[src/rtl/ref_seq_pkg.sv]
package ref_seq_pkg;

  typedef enum logic [1:0] {
    ST_IDLE    = 2'd0,
    ST_STROBE  = 2'd1,
    ST_RECOVER = 2'd2
  } seq_state_e;

  typedef enum logic [1:0] {
    SPD_RSV_LO = 2'b00,
    SPD_SLOW   = 2'b01,
    SPD_FAST   = 2'b10,
    SPD_RSV_HI = 2'b11
  } speed_e;

  // reserved codes fall back to the slow timing
  function automatic int hid_width(logic [1:0] code, int slow_w, int fast_w);
    return (code == SPD_FAST) ? fast_w : slow_w;
  endfunction

endpackage

[src/rtl/ref_sync.sv]
module ref_sync #(
  parameter int STAGES  = 2,
  parameter bit RST_VAL = 1'b1
) (
  input  logic clk_i,
  input  logic rst_ni,
  input  logic d_i,
  output logic q_o
);

  logic [STAGES-1:0] ff_q;

  for (genvar g = 0; g < STAGES; g++) begin : g_stage
    if (g == 0) begin : g_first
      always_ff @(posedge clk_i or negedge rst_ni) begin
        if (!rst_ni) ff_q[g] <= RST_VAL;
        else         ff_q[g] <= d_i;
      end
    end else begin : g_next
      always_ff @(posedge clk_i or negedge rst_ni) begin
        if (!rst_ni) ff_q[g] <= RST_VAL;
        else         ff_q[g] <= ff_q[g-1];
      end
    end
  end

  assign q_o = ff_q[STAGES-1];

endmodule

[src/rtl/ref_space_timer.sv]
module ref_space_timer #(
  parameter int CYC_US = 16
) (
  input  logic clk_i,
  input  logic rst_ni,
  input  logic load_i,
  output logic ok_o
);

  localparam int SW = $clog2(CYC_US + 1);

  logic [SW-1:0] cnt_q;

  always_ff @(posedge clk_i or negedge rst_ni) begin
    if (!rst_ni)             cnt_q <= '0;
    else if (load_i)         cnt_q <= SW'(CYC_US - 1);
    else if (cnt_q != '0)    cnt_q <= cnt_q - 1'b1;
  end

  assign ok_o = (cnt_q == '0);

endmodule

[src/rtl/ref_row_ctr.sv]
module ref_row_ctr #(
  parameter int AW = 8
) (
  input  logic          clk_i,
  input  logic          rst_ni,
  input  logic          inc_i,
  output logic [AW-1:0] addr_o
);

  always_ff @(posedge clk_i or negedge rst_ni) begin
    if (!rst_ni)    addr_o <= '0;
    else if (inc_i) addr_o <= addr_o + 1'b1;
  end

endmodule

[src/rtl/ref_cycle_seq.sv]
module ref_cycle_seq
  import ref_seq_pkg::*;
#(
  parameter int CYC_US     = 16,
  parameter int FIX_W      = 4,
  parameter int HID_W_SLOW = 2,
  parameter int HID_W_FAST = 3,
  parameter int REC_W      = 2,
  parameter int SYNC_N     = 2,
  parameter int AW         = 8
) (
  input  logic          clk_i,
  input  logic          rst_ni,
  input  logic          tick_i,
  input  logic          mst_ref_ni,
  input  logic          hold_ack_i,
  input  logic          hidden_en_i,
  input  logic          at_ref_en_i,
  input  logic          space_dis_i,
  input  logic [1:0]    speed_sel_i,
  input  logic          start_req_i,
  output logic          ref_no,
  output logic          memr_no,
  output logic [AW-1:0] ref_addr_o,
  output logic          ref_done_o,
  output logic          start_o
);

  localparam int MAXW_A = (FIX_W > REC_W) ? FIX_W : REC_W;
  localparam int MAXW_B = (HID_W_SLOW > HID_W_FAST) ? HID_W_SLOW : HID_W_FAST;
  localparam int MAXW   = (MAXW_A > MAXW_B) ? MAXW_A : MAXW_B;
  localparam int CW     = $clog2(MAXW + 1);

  seq_state_e    state_q;
  logic [CW-1:0] cnt_q;
  logic          cyc_mst_q, cyc_hid_q, cyc_drv_q;
  logic          tmr_pend_q, burst_q, start_pend_q;
  logic          mst_sync, mst_req, space_ok;
  logic          mst_go, tmr_go, go_hid, hid_go, hid_busy;
  logic          strobe_end, rec_end, burst_rel, addr_inc;
  int            tmr_w;

  ref_sync #(.STAGES(SYNC_N), .RST_VAL(1'b1)) u_sync (
    .clk_i (clk_i),
    .rst_ni(rst_ni),
    .d_i   (mst_ref_ni),
    .q_o   (mst_sync)
  );

  assign mst_req = ~mst_sync;

  ref_space_timer #(.CYC_US(CYC_US)) u_space (
    .clk_i (clk_i),
    .rst_ni(rst_ni),
    .load_i(mst_go),
    .ok_o  (space_ok)
  );

  ref_row_ctr #(.AW(AW)) u_row (
    .clk_i (clk_i),
    .rst_ni(rst_ni),
    .inc_i (addr_inc),
    .addr_o(ref_addr_o)
  );

  always_comb begin
    go_hid     = hidden_en_i && !hold_ack_i;
    tmr_w      = go_hid ? hid_width(speed_sel_i, HID_W_SLOW, HID_W_FAST) : FIX_W;
    mst_go     = (state_q == ST_IDLE) && mst_req && (space_ok || space_dis_i);
    tmr_go     = (state_q == ST_IDLE) && tmr_pend_q && !mst_req && !burst_q;
    hid_go     = tmr_go && go_hid;
    hid_busy   = (state_q != ST_IDLE) && cyc_hid_q;
    strobe_end = (state_q == ST_STROBE) && (cnt_q == '0);
    rec_end    = (state_q == ST_RECOVER) && (cnt_q == '0);
    burst_rel  = (state_q == ST_IDLE) && burst_q && !mst_req;
    addr_inc   = (strobe_end && !cyc_mst_q) || burst_rel;
  end

  always_ff @(posedge clk_i or negedge rst_ni) begin
    if (!rst_ni) begin
      state_q   <= ST_IDLE;
      cnt_q     <= '0;
      cyc_mst_q <= 1'b0;
      cyc_hid_q <= 1'b0;
      cyc_drv_q <= 1'b0;
    end else begin
      unique case (state_q)
        ST_IDLE: begin
          if (mst_go) begin
            state_q   <= ST_STROBE;
            cnt_q     <= CW'(FIX_W - 1);
            cyc_mst_q <= 1'b1;
            cyc_hid_q <= 1'b0;
            cyc_drv_q <= 1'b1;
          end else if (tmr_go) begin
            state_q   <= ST_STROBE;
            cnt_q     <= CW'(tmr_w - 1);
            cyc_mst_q <= 1'b0;
            cyc_hid_q <= go_hid;
            cyc_drv_q <= !go_hid || at_ref_en_i;
          end
        end
        ST_STROBE: begin
          if (strobe_end) begin
            state_q <= ST_RECOVER;
            cnt_q   <= CW'(REC_W - 1);
          end else begin
            cnt_q   <= cnt_q - 1'b1;
          end
        end
        ST_RECOVER: begin
          if (rec_end) state_q <= ST_IDLE;
          else         cnt_q   <= cnt_q - 1'b1;
        end
        default: state_q <= ST_IDLE;
      endcase
    end
  end

  always_ff @(posedge clk_i or negedge rst_ni) begin
    if (!rst_ni) begin
      tmr_pend_q   <= 1'b0;
      burst_q      <= 1'b0;
      start_pend_q <= 1'b0;
      start_o      <= 1'b0;
      ref_done_o   <= 1'b0;
    end else begin
      tmr_pend_q   <= tick_i || (tmr_pend_q && !tmr_go);
      if (mst_go)         burst_q <= 1'b1;
      else if (burst_rel) burst_q <= 1'b0;
      // start pulse is held while a hidden cycle is starting or running
      start_pend_q <= (start_req_i || start_pend_q) && (hid_busy || hid_go);
      start_o      <= (start_req_i || start_pend_q) && !hid_busy && !hid_go;
      ref_done_o   <= strobe_end;
    end
  end

  assign memr_no = !((state_q == ST_STROBE) && cyc_drv_q);
  assign ref_no  = !((state_q != ST_IDLE) && !cyc_mst_q && cyc_drv_q);

endmodule

[config.mk]
export PLATFORM = sky130hd
export DESIGN_NAME = ref_cycle_seq
export DESIGN_NICKNAME = d
export VERILOG_FILES = /design/src/rtl/ref_seq_pkg.sv /design/src/rtl/ref_sync.sv /design/src/rtl/ref_space_timer.sv /design/src/rtl/ref_row_ctr.sv /design/src/rtl/ref_cycle_seq.sv
export SDC_FILE = /design/constraint.sdc
export NUM_CORES = 1
export LEC_CHECK = 0
export ABC_CLOCK_PERIOD_IN_PS = 4600
export BUFFER_PORTS_ARGS = -buffer_cell sky130_fd_sc_hd__buf_2
export CORE_MARGIN = 3
export CORE_UTILIZATION = 45
export DETAILED_ROUTE_END_ITERATION = 8
export GPL_TIMING_DRIVEN = 0
export PLACE_DENSITY = 0.66
export SYNTH_ARGS = -nofsm -noshare
export SYNTH_HDL_FRONTEND = slang
export SYNTH_SLANG_ARGS = --single-unit
[constraint.sdc]
create_clock -name clk_i -period 4.6 [get_ports clk_i]
set_clock_uncertainty 0.15 [all_clocks]
set_input_delay 0.92 -clock clk_i [delete_from_list [all_inputs] [get_ports clk_i]]
set_output_delay 0.92 -clock clk_i [all_outputs]
set_load 0.005 [all_outputs]
==> results of run 1 <==
-- sequential cells by signal (all words and copies together), names as in the netlist --
register	count
u_row.addr_o	8
u_sync.q_o	1
start_pend_q	1
u_space.cnt_q	5
cyc_mst_q	1
ref_done_o	1
cnt_q	3
start_o	1
tmr_pend_q	1
state_q	2
u_sync.ff_q	1
cyc_drv_q	1
burst_q	1
cyc_hid_q	1
-- placed cells by master (no fill, tap or decap), drive strengths merged, types with 4 or more instances in the layout --
| master | netlist | final |
|---|---|---|
| dfrtp | 26 | 26 |
| buf | 1 | 23 |
| nand2 | 14 | 14 |
| inv | 11 | 11 |
| nor2 | 10 | 10 |
| o21ai | 10 | 10 |
| ha | 7 | 7 |
| xnor2 | 6 | 6 |
| and3 | 4 | 4 |
-- cell families (layout without fill, tap and decap cells) --
family          after synthesis  count (layout)  share of synthesized area
flops                        28              28                      0.509
simple gates                 52              52                      0.214
mux                           1               1                    0.00815
buf+inv                      12              38                     0.0335
xor+xnor                      7               7                     0.0444
fa+ha+maj                     7               7                     0.0634
compound gates               24              24                      0.128
-- final cells by class --
| cell class | count | area, µm² | share of cell area |
|---|---|---|---|
| Buffer | 1 | 5.00 | 0.00316 |
| Clock buffer | 3 | 22.5 | 0.0142 |
| Clock inverter | 1 | 30.0 | 0.0190 |
| Inverter | 11 | 41.3 | 0.0261 |
| Multi-Input combinational cell | 91 | 632 | 0.399 |
| Sequential cell | 28 | 703 | 0.444 |
| Tap cell | 31 | 38.8 | 0.0245 |
| Timing Repair Buffer | 22 | 110 | 0.0696 |
-- per-stage QoR --
step	setup WS, ps	total power, mW	hold slack [ps]
after floorplan	2430	0.738	195
after global placement	2250	0.847	198
after detailed placement	2230	0.869	199
after CTS	1840	1.03	219
after global routing	1780	1.12	224
final	1860	1.02	218
-- final timing paths --
path	from	to	slack, ps	cells past startpoint
max	state_q[0]$_DFFE_PN0P_	ref_no	1860	5
min	u_sync.ff_q[0]$_DFF_PN1_	u_sync.q_o$_DFF_PN1_	220	0
max reg2reg	state_q[0]$_DFFE_PN0P_	cnt_q[2]$_DFFE_PN0P_	2550	7
min reg2reg	u_sync.ff_q[0]$_DFF_PN1_	u_sync.q_o$_DFF_PN1_	220	0
max in group asynchronous	rst_ni	cyc_mst_q$_DFFE_PN0P_	3490	1
min in group asynchronous	rst_ni	u_row.addr_o[0]$_DFFE_PN0P_	420	1
-- synth_stat cells, drive strengths merged --
master,number
xnor2,6
dfstp,2
o21ai,10
and2b,1
nand2b,2
nor4,1
inv,11
a22o,1
a32o,1
ha,7
or3,3
a21o,2
a31oi,1
o211ai,1
a22oi,1
nand4,3
a21oi,3
nor4b,1
buf,1
nand3,3
nor3b,1
a31o,1
nand2,14
nor2b,3
nor3,2
nor2,10
and3,4
and4,1
o31ai,1
or2b,1
xor2,1
a211o,1
and2,1
dfrtp,26
or2,1
mux2,1
o21bai,1
-- where the power goes --
| part | internal, mW | switching (mW) |
|---|---|---|
| logic | 0.209 | 0.242 |
| clock network | 0.0881 | 0.0704 |
| registers | 0.335 | 0.0727 |
| total | 0.632 | 0.385 |
-- routing by layer --
metal | vias up | wire length [µm] | global-route usage
met4 | 0 | 17 | 0.0727
met1 | 491 | 1140 | 0.194
met3 | 2 | 55 | 0.0189
li1 | 499 | - | -
met5 | - | 0 | 0
met2 | 10 | 1170 | 0.245
==> metrics.md, run 1 <==
| Metric | Value |
|---|---|
| DR WL/cell | `12.7 µm` |
| CP Capture Type | `output pin` |
| Vias in the first global route | `963` |
| Initial Utilization | `0.488` |
| Chip Width | `61.4 µm` |
| Remaining DRCs | `0` |
| Root Buffer | `clkbuf_4` |
| Fmax | `0.366 GHz` |
| Clk_lat worst skew | `330 ps` |
| Cells after Synth | `131` |
| Post-CTS Hold Fix Bufs | `0` |
| H-tree depth | `1` |
| Final slew viol count | `0` |
| Final Hold Fails | `0` |
| Least-Margin Pin Slew | `588 ps` |
| Synth top area cells | `dfrtp_1, ha_1, dfstp_2` |
| Drt initial violations | `43` |
| Largest net degree at the start of global routing | `29` |
| Layout cells sized above 1 | `0.261` |
| Unrepaired setup endpoints after global routing | `false` |
| FILL cells | `254` |
| Hold Path Class | `flop to flop` |
| Final nets | `176` |
| Final setup violation count | `0` |
| Antenna viol nets, final | `0` |
| Initial antenna violation count | `0` |
| Via density | `5.33` |
| Worst relative slew slack | `0.608` |
| Cts repair resizes | `0` |
| Max cap viols | `0` |
| Area leader, netlist | `dfrtp_1` |
| First-pass iteration count of the detailed router | `4` |
| Yosys synthesis warning count | `0` |
| Num CTS Buffers | `3` |
| Longest Clk Path Bufs | `2` |
| Post-DP Area | `1530 µm²` |
| Post-synth cell types | `41` |
| Via Count | `1002` |
| Status | `completed` |
| ANT cells | `0` |
| Slowest library cell on the worst path | `dfrtp_1` |
| Core area | `2830 µm²` |
| LEAKAGE | `0.783 nW` |
| Yosys reg bits | `28` |
| CP Max Fanout | `10` |
| Pwr Density | `643 nW/µm²` |
| Syn_nets | `149` |
| Post-DP HPWL | `1.83 mm` |
| Most common cell type on the critical path | `buf_2` |
| Post-layout util | `0.559` |
| Mean area per synthesized cell | `10.5 µm²` |
| Minimum clock period | `2740 ps` |
| Ratio of final minimum period to clock period | `0.595` |
| Worst-path clk slew | `150 ps` |
| Port bufs | `22` |
| Clock sinks | `28` |
| Crit path cell chain | `inv_1 -> ha_1 -> buf_2 -> or3_1 -> buf_2` |
| Critical Path AT | `1670 ps` |
| Io pins | `23` |
| CTS tree | `built` |
| Startpoint Class | `flop` |
| CP Buf/Inv Count | `3` |
| Max IR drop VDD | `271 µV` |
| Final Non-Filler Cells | `188` |
| Final wirelength | `2.38 mm` |
| Post-route cell area | `1580 µm²` |
| Req. time, crit path | `3530 ps` |
| Dpl cells | `184` |
| Grt ovf | `0` |
| Slowest stage delay, CP | `400 ps` |
| Seq/Total Area, Yosys | `0.509` |
| Die H | `61.4 µm` |
| Row count | `19` |
| Gpl congestion | `0.766` |
| GR Util All Layers | `0.149` |
| Setup TNS | `0 ps` |
| Layout area overhead | `14.6%` |
| Share of the synthesized area in the top cell type | `0.471` |
| CP top delay family | `flip-flops` |
| Post CTS Setup Buffer Count | `0` |
| First-pass GRT wire length | `4.15 mm` |
| Synthesized area | `1380 µm²` |
| Critical path class | `flop to output pin` |
| Die ar. | `3770 µm²` |
Power figures use the tool's default switching activity.
==> inputs of run 2 (changes only) <==
--- a/config.mk
+++ b/config.mk
@@ -5,13 +5,14 @@
 export SDC_FILE = /design/constraint.sdc
 export NUM_CORES = 1
 export LEC_CHECK = 0
-export ABC_CLOCK_PERIOD_IN_PS = 4600
+export ABC_AREA = 1
+export ABC_CLOCK_PERIOD_IN_PS = 2500
 export BUFFER_PORTS_ARGS = -buffer_cell sky130_fd_sc_hd__buf_2
 export CORE_MARGIN = 3
 export CORE_UTILIZATION = 45
 export DETAILED_ROUTE_END_ITERATION = 8
 export GPL_TIMING_DRIVEN = 0
-export PLACE_DENSITY = 0.66
+export PLACE_DENSITY = 0.68
 export SYNTH_ARGS = -nofsm -noshare
 export SYNTH_HDL_FRONTEND = slang
 export SYNTH_SLANG_ARGS = --single-unit
==> constraint.sdc (replaced) <==
create_clock -name clk_i -period 2.5 [get_ports clk_i]
set_clock_uncertainty 0.15 [all_clocks]
set_input_delay 0.5 -clock clk_i [delete_from_list [all_inputs] [get_ports clk_i]]
set_output_delay 0.5 -clock clk_i [all_outputs]
set_load 0.005 [all_outputs]
==> run 2 against run 1 <==
The flow now finishes with violations (negative hold slack). First-iteration DRC count fell by 40%. Synthesized cell count grew 24%. Sequential share of layout area decreased by 1.6 points. Cell count grew 23%. Via count grew 7.3%. Utilization increased by 0.70 points.
==> metrics.md, run 2 <==
| Metric | Value |
|---|---|
| Row count | `19 (unchanged)` |
| Net Switching | `0.762 mW (was 0.385 mW)` |
| Num CTS Buffers | `3 (unchanged)` |
| Share of the synthesized area in the top cell type | `0.451 (was 0.471)` |
| Startpoint Class | `flop (unchanged)` |
| Int Pwr | `1.03 mW (was 0.632 mW)` |
| Final setup violation count | `0 (unchanged)` |
| Port bufs | `22 (unchanged)` |
| Post-CTS Hold Fix Bufs | `0 (unchanged)` |
| Drt initial violations | `26 (was 43)` |
| DR WL/cell | `11.0 µm (was 12.7 µm)` |
| Vias in the first global route | `1091 (was 963)` |
| Gpl congestion | `0.778 (was 0.766)` |
| Chip Width | `62.6 µm (was 61.4 µm)` |
| Synthesized area | `1440 µm² (was 1380 µm²)` |
| Req. time, crit path | `1850 ps (was 3530 ps)` |
| Sw frac | `0.426 (was 0.379)` |
| Sequential share of power | `0.403 (was 0.401)` |
| Critical Path AT | `1460 ps (was 1670 ps)` |
| Minimum clock period | `2110 ps` |
| Synth top area cells | `dfrtp_1, nand2_1, inv_1 (was dfrtp_1, ha_1, dfstp_2)` |
| Largest net degree at the start of global routing | `29 (unchanged)` |
| Initial Utilization | `0.498 (was 0.488)` |
| Post-synth cell types | `27 (was 41)` |
| Max reg flops | `8 (unchanged)` |
| Clock sinks | `28 (unchanged)` |
| Layout cells sized above 1 | `0.243 (was 0.261)` |
| Final wirelength | `2.54 mm (was 2.38 mm)` |
| Mean area per synthesized cell | `8.86 µm² (was 10.5 µm²)` |
| Max IR drop VDD | `631 µV (was 271 µV)` |
| Root Buffer | `clkbuf_4 (unchanged)` |
| CTS tree | `built (unchanged)` |
| Seq/Total Area, Yosys | `0.487 (was 0.509)` |
| ANT cells | `0 (unchanged)` |
| Commonest non-fill, non-tap cell in the layout | `nand2_1 (was dfrtp_1)` |
| Core area | `2900 µm² (was 2830 µm²)` |
| Clk_lat worst skew | `330 ps (about the same)` |
| Fin worst setup slack | `386 ps (was 1860 ps)` |
| Setup TNS | `0 ps (unchanged)` |
| Post-route cell area | `1640 µm² (was 1580 µm²)` |
| Post-layout util | `0.566 (was 0.559)` |
| Grt ovf | `0 (unchanged)` |
| Unrepaired setup endpoints after global routing | `false (unchanged)` |
| GR Util All Layers | `0.146 (was 0.149)` |
| Yosys synthesis warning count | `0 (unchanged)` |
| Hold_ws | `-2.72 ps (was 218 ps)` |
| Least-Margin Pin Slew | `609 ps (was 588 ps)` |
| Top_reg_cell synth | `dfrtp_1 (unchanged)` |
| Remaining DRCs | `0 (unchanged)` |
| Die H | `62.6 µm (was 61.4 µm)` |
| LEAKAGE | `0.885 nW (was 0.783 nW)` |
| Top post-synthesis cells by count | `nand2_1, inv_1, dfrtp_1 (was dfrtp_1, nand2_1, inv_1)` |
| Die ar. | `3920 µm² (was 3770 µm²)` |
| Dpl cells | `227 (was 184)` |
| Final nets | `208 (was 176)` |
| Clock group share of total power | `0.125 (was 0.156)` |
| H-tree depth | `1 (unchanged)` |
| Cts repair resizes | `0 (unchanged)` |
| R2R Setup Slk | `720 ps (was 2550 ps)` |
| Final Non-Filler Cells | `231 (was 188)` |
| Top Registers | `u_row.addr_o x8, u_space.cnt_q x5, cnt_q x3 (unchanged)` |
| Yosys reg bits | `28 (unchanged)` |
| FFs w/ async S/R, synth | `1.00 (unchanged)` |
| Initial antenna violation count | `0 (unchanged)` |
| Failing checks | `negative hold slack` |
| Power share of the combinational group | `0.472 (was 0.444)` |
| Dpl ws | `737 ps (was 2230 ps)` |
| Post-synth EDFFs | `0 (unchanged)` |
| Final Hold Fails | `5 (was 0)` |
| Critical path class | `flop to output pin (unchanged)` |
| Hold Path Class | `input pin to asynchronous set/reset pin (was flop to flop)` |
| Final Power | `1.79 mW (was 1.02 mW)` |
| Antenna viol nets, final | `0 (unchanged)` |
| Most frequent cells in the layout | `nand2_1, inv_1, dfrtp_1 (was dfrtp_1, buf_2, nand2_1)` |
| Top reg by flops | `u_row.addr_o (unchanged)` |
| Count leader, synth | `nand2_1 (was dfrtp_1)` |
| CP Capture Type | `output pin (unchanged)` |
| Fmax | `0.473 GHz` |
| FILL cells | `275 (was 254)` |
| CP Max Fanout | `4 (was 10)` |
| Via density | `4.65 (was 5.33)` |
| Post-DP Area | `1610 µm² (was 1530 µm²)` |
| Final slew viol count | `0 (unchanged)` |
| Via Count | `1075 (was 1002)` |
| Area leader, netlist | `dfrtp_1 (unchanged)` |
| Io pins | `23 (unchanged)` |
| Post CTS Setup Buffer Count | `0 (unchanged)` |
| Cells after Synth | `163 (was 131)` |
| Post-DP HPWL | `1.98 mm (was 1.83 mm)` |
| First-pass GRT wire length | `4.63 mm (was 4.15 mm)` |
| Worst relative slew slack | `0.594 (was 0.608)` |
| Ratio of final minimum period to clock period | `0.846` |
| Max cap viols | `0 (unchanged)` |
| Syn_nets | `181 (was 149)` |
| Layout area overhead | `13.8% (was 14.6%)` |
| Longest Clk Path Bufs | `2 (unchanged)` |
| Worst-path clk slew | `150 ps (about the same)` |
| Pwr Density | `1090 nW/µm² (was 643 nW/µm²)` |
| First-pass iteration count of the detailed router | `4 (unchanged)` |
| Status | `complete, but fails checks (was completed)` |
-- run 2: cell types whose count changed after synthesis, sizes merged, moves of 3 or more --
cell	delta
and3	-4
o21ai	-4
nand2	+32
nand3	+7
nor2b	-3
inv	+20
or3	-3
-- run 2: cells by family after synthesis --
family,count (synthesis),synth area share
AOI/OAI and AO/OA,19,0.0875
xor gates and xnor gates,7,0.0425
adders and majority gates,7,0.0607
buffers and inverters,31,0.0806
DFF,28,0.487
and+or+nand+nor,71,0.242
-- run 2: power by group through the flow --
stage               clock network [mW]  registers, mW  logic (mW)
floorplan                            0          0.715       0.642
global placement                     0          0.723       0.821
detailed placement                   0          0.730       0.858
CTS                              0.233          0.721       0.859
global route                     0.251          0.745       0.988
finish                           0.223          0.721       0.844
-- run 2: worst max-delay path, cell delays in order (launching register included) --
cell	delay, ps
dfrtp_1	420
inv_1	80
ha_1	250
inv_1	150
nand3_1	90
buf_2	140
-- run 2: worst paths after layout --
path                                     startpoint                       end  cells past startpoint
max                          state_q[1]$_DFFE_PN0P_                    ref_no                      5
min                                          rst_ni      cnt_q[1]$_DFFE_PN0P_                      1
max reg2reg                  state_q[1]$_DFFE_PN0P_    state_q[1]$_DFFE_PN0P_                      9
min reg2reg                u_sync.ff_q[0]$_DFF_PN1_      u_sync.q_o$_DFF_PN1_                      0
max in group asynchronous                    rst_ni       burst_q$_DFFE_PN0P_                      1
min in group clk_i                       mst_ref_ni  u_sync.ff_q[0]$_DFF_PN1_                      1
-- run 2: layout make-up --
class	instances	area, µm²	area share
timing repair buffer	22	110	0.0670
multi-input combinational	104	624	0.380
sequential	28	703	0.428
inverter	31	116	0.0708
tap	42	52.6	0.0320
clock buffer	4	36.3	0.0221
-- run 2: per-layer routing --
metal	vias to the layer above	wire length [µm]	track usage
met5	-	0	0
li1	560	-	-
met4	0	18	0.0331
met2	16	1220	0.261
met1	497	1190	0.173
met3	2	114	0.0414
==> inputs of run 3 (changes only) <==
--- a/config.mk
+++ b/config.mk
@@ -5,14 +5,14 @@
 export SDC_FILE = /design/constraint.sdc
 export NUM_CORES = 1
 export LEC_CHECK = 0
-export ABC_AREA = 1
-export ABC_CLOCK_PERIOD_IN_PS = 2500
+export ABC_AREA = 0
+export ABC_CLOCK_PERIOD_IN_PS = 2200
 export BUFFER_PORTS_ARGS = -buffer_cell sky130_fd_sc_hd__buf_2
 export CORE_MARGIN = 3
 export CORE_UTILIZATION = 45
 export DETAILED_ROUTE_END_ITERATION = 8
 export GPL_TIMING_DRIVEN = 0
-export PLACE_DENSITY = 0.68
+export PLACE_DENSITY = 0.66
 export SYNTH_ARGS = -nofsm -noshare
 export SYNTH_HDL_FRONTEND = slang
 export SYNTH_SLANG_ARGS = --single-unit
==> constraint.sdc (replaced) <==
create_clock -name clk_i -period 2.2 [get_ports clk_i]
set_clock_uncertainty 0.15 [all_clocks]
set_input_delay 0.44 -clock clk_i [delete_from_list [all_inputs] [get_ports clk_i]]
set_output_delay 0.44 -clock clk_i [all_outputs]
set_load 0.005 [all_outputs]
==> run 3 against run 2 <==
Largest power group unchanged. Highest routed layer unchanged. Critical endpoint unchanged. Sequential share of layout area is 0.73 points higher. Count of clock-buffer cells in the layout is 1 lower. Routed wire length is 5.3% lower. First-iteration DRC count is 31% higher. The run now ends clean.
==> metrics.md, run 3 (synthesized netlist as in run 1, its figures left out) <==
| Metric | Value |
|---|---|
| Status | `completed (was complete, but fails checks)` |
| Post-route cell area | `1620 µm² (was 1640 µm²)` |
| Hold_ws | `49.9 ps (was -2.72 ps)` |
| GR Util All Layers | `0.150 (was 0.146)` |
| Final setup violation count | `0 (unchanged)` |
| Core area | `2830 µm² (was 2900 µm²)` |
| Critical Path AT | `1500 ps (was 1460 ps)` |
| Ratio of final minimum period to clock period | `0.948` |
| Slowest library cell on the worst path | `dfrtp_1 (unchanged)` |
| Die H | `61.4 µm (was 62.6 µm)` |
| Net Switching | `0.820 mW (was 0.762 mW)` |
| ANT cells | `0 (unchanged)` |
| Max IR drop VDD | `589 µV (was 631 µV)` |
| Fin worst setup slack | `115 ps (was 386 ps)` |
| Top reg by flops | `u_row.addr_o (unchanged)` |
| Req. time, crit path | `1610 ps (was 1850 ps)` |
| CP Max Fanout | `10 (was 4)` |
| Vias in the first global route | `969 (was 1091)` |
| Layout area overhead | `16.9% (was 13.8%)` |
| Least-Margin Pin Slew | `590 ps (was 609 ps)` |
| Chip Width | `61.4 µm (was 62.6 µm)` |
| Startpoint Class | `flop (unchanged)` |
| Grt ovf | `0 (unchanged)` |
| FILL cells | `251 (was 275)` |
| Pwr Density | `1360 nW/µm² (was 1090 nW/µm²)` |
| Fmax | `0.480 GHz` |
| Setup TNS | `0 ps (unchanged)` |
| H-tree depth | `1 (unchanged)` |
| First-pass iteration count of the detailed router | `4 (unchanged)` |
| Critical path class | `flop to output pin (unchanged)` |
| Int Pwr | `1.37 mW (was 1.03 mW)` |
| Final Power | `2.19 mW (was 1.79 mW)` |
| LEAKAGE | `0.794 nW (was 0.885 nW)` |
| Power share of the combinational group | `0.462 (was 0.472)` |
| Via density | `5.31 (was 4.65)` |
| Top Registers | `u_row.addr_o x8, u_space.cnt_q x5, cnt_q x3 (unchanged)` |
| Post-DP Area | `1530 µm² (was 1610 µm²)` |
| Minimum clock period | `2090 ps` |
| Most frequent cells in the layout | `dfrtp_1, buf_2, nand2_1 (was nand2_1, inv_1, dfrtp_1)` |
| CP top delay family | `flip-flops (unchanged)` |
| CP Buf/Inv Count | `2 (was 3)` |
| Dpl ws | `203 ps (was 737 ps)` |
| Clock sinks | `28 (unchanged)` |
| DR WL/cell | `12.7 µm (was 11.0 µm)` |
| Root Buffer | `clkbuf_4 (unchanged)` |
| Drt initial violations | `34 (was 26)` |
| Largest net degree at the start of global routing | `29 (unchanged)` |
| First-pass GRT wire length | `4.19 mm (was 4.63 mm)` |
| Via Count | `1008 (was 1075)` |
| Port bufs | `22 (unchanged)` |
| Worst relative slew slack | `0.607 (was 0.594)` |
| Unrepaired setup endpoints after global routing | `false (unchanged)` |
| Post-DP HPWL | `1.83 mm (was 1.98 mm)` |
| Final Non-Filler Cells | `190 (was 231)` |
| Hold Path Class | `input pin to flop (was input pin to asynchronous set/reset pin)` |
| Sequential share of power | `0.387 (was 0.403)` |
| Layout cells sized above 1 | `0.270 (was 0.243)` |
| Remaining DRCs | `0 (unchanged)` |
| Initial antenna violation count | `0 (unchanged)` |
| Row count | `19 (unchanged)` |
| Longest Clk Path Bufs | `2 (unchanged)` |
| Post-layout util | `0.571 (was 0.566)` |
| Dpl cells | `184 (was 227)` |
| Worst-path clk slew | `150 ps (about the same)` |
| Max reg flops | `8 (unchanged)` |
| CTS tree | `built (unchanged)` |
| Num CTS Buffers | `3 (unchanged)` |
| Crit path cell chain | `inv_1 -> ha_4 -> or3_1 -> buf_2 (was inv_1 -> ha_1 -> inv_1 -> nand3_1 -> buf_2)` |
| Clock group share of total power | `0.151 (was 0.125)` |
| Commonest non-fill, non-tap cell in the layout | `dfrtp_1 (was nand2_1)` |
| Io pins | `23 (unchanged)` |
| Slowest stage delay, CP | `380 ps (was 420 ps)` |
| Final nets | `178 (was 208)` |
| Clk_lat worst skew | `330 ps (about the same)` |
| Die ar. | `3770 µm² (was 3920 µm²)` |
| Gpl congestion | `0.766 (was 0.778)` |
| Final slew viol count | `0 (unchanged)` |
| Max cap viols | `0 (unchanged)` |
| Initial Utilization | `0.488 (was 0.498)` |
| Sw frac | `0.374 (was 0.426)` |
| Antenna viol nets, final | `0 (unchanged)` |
| Final wirelength | `2.41 mm (was 2.54 mm)` |
| Final Hold Fails | `0 (was 5)` |
| CP Capture Type | `output pin (unchanged)` |
## run 3: cell types whose count changed in the layout (fill, tap and decap cells not counted), sizes merged, moves of 2 or more
cell,change
buf,+2
o22ai,-2
nor2b,+3
inv,-20
a21o,+2
nand2,-32
o21ai,+4
nand2b,+2
nand3,-7
or3,+3
o211ai,-2
a21oi,-2
and3,+4
## run 3: worst paths after layout
kind	startpoint	end	slack (ps)	depth (start not counted)
min in group asynchronous	rst_ni	u_row.addr_o[0]$_DFFE_PN0P_	480	2
hold reg to reg	u_sync.ff_q[0]$_DFF_PN1_	u_sync.q_o$_DFF_PN1_	220	0
max in group asynchronous	rst_ni	cyc_mst_q$_DFFE_PN0P_	1030	2
hold / removal	mst_ref_ni	u_sync.ff_q[0]$_DFF_PN1_	50	1
setup / recovery	state_q[1]$_DFFE_PN0P_	ref_no	110	4
setup reg to reg	u_space.cnt_q[0]$_DFFE_PN0P_	cnt_q[2]$_DFFE_PN0P_	180	6
## run 3: what timing repair did
item,in CTS,in global routing
resized for setup,1,1
hold buffers,1,0
buffers inserted,2,0
pin swaps,0,0
endpoints found under the hold margin,26,0
setup endpoints to repair,1,1
## run 3: cell type report
type | count | area [µm²] | area share
flip-flops and latches | 28 | 703 | 0.435
clock buffers | 3 | 22.5 | 0.0139
inverters | 11 | 41.3 | 0.0256
well taps | 31 | 38.8 | 0.0240
multi-input cells | 91 | 644 | 0.399
clock inverters | 1 | 30.0 | 0.0186
repair buffers | 25 | 135 | 0.0837
## run 3: worst reg2reg max path, cell delays in order, from the launching register on
cell     delay [ps]
dfrtp_1         420
inv_1            80
ha_1            200
nor4b_4         350
o21ai_4         150
a31o_4          290
a211o_1         280
## run 3: power by group through the flow
stage	clock network, mW	logic, mW	registers (mW)
final	0.332	1.01	0.848
after global placement	0	0.922	0.849
after floorplan	0	0.707	0.837
after CTS	0.344	0.995	0.846
after global routing	0.365	1.16	0.878
after detailed placement	0	0.955	0.862
## run 3: routing by layer
metal / global-route usage / vias up / wire [µm]
li1: - / 504 / -
met1: 0.197 / 490 / 1160
met2: 0.246 / 12 / 1180
met3: 0.0189 / 2 / 59
met4: 0.0727 / 0 / 17
met5: 0 / - / 0
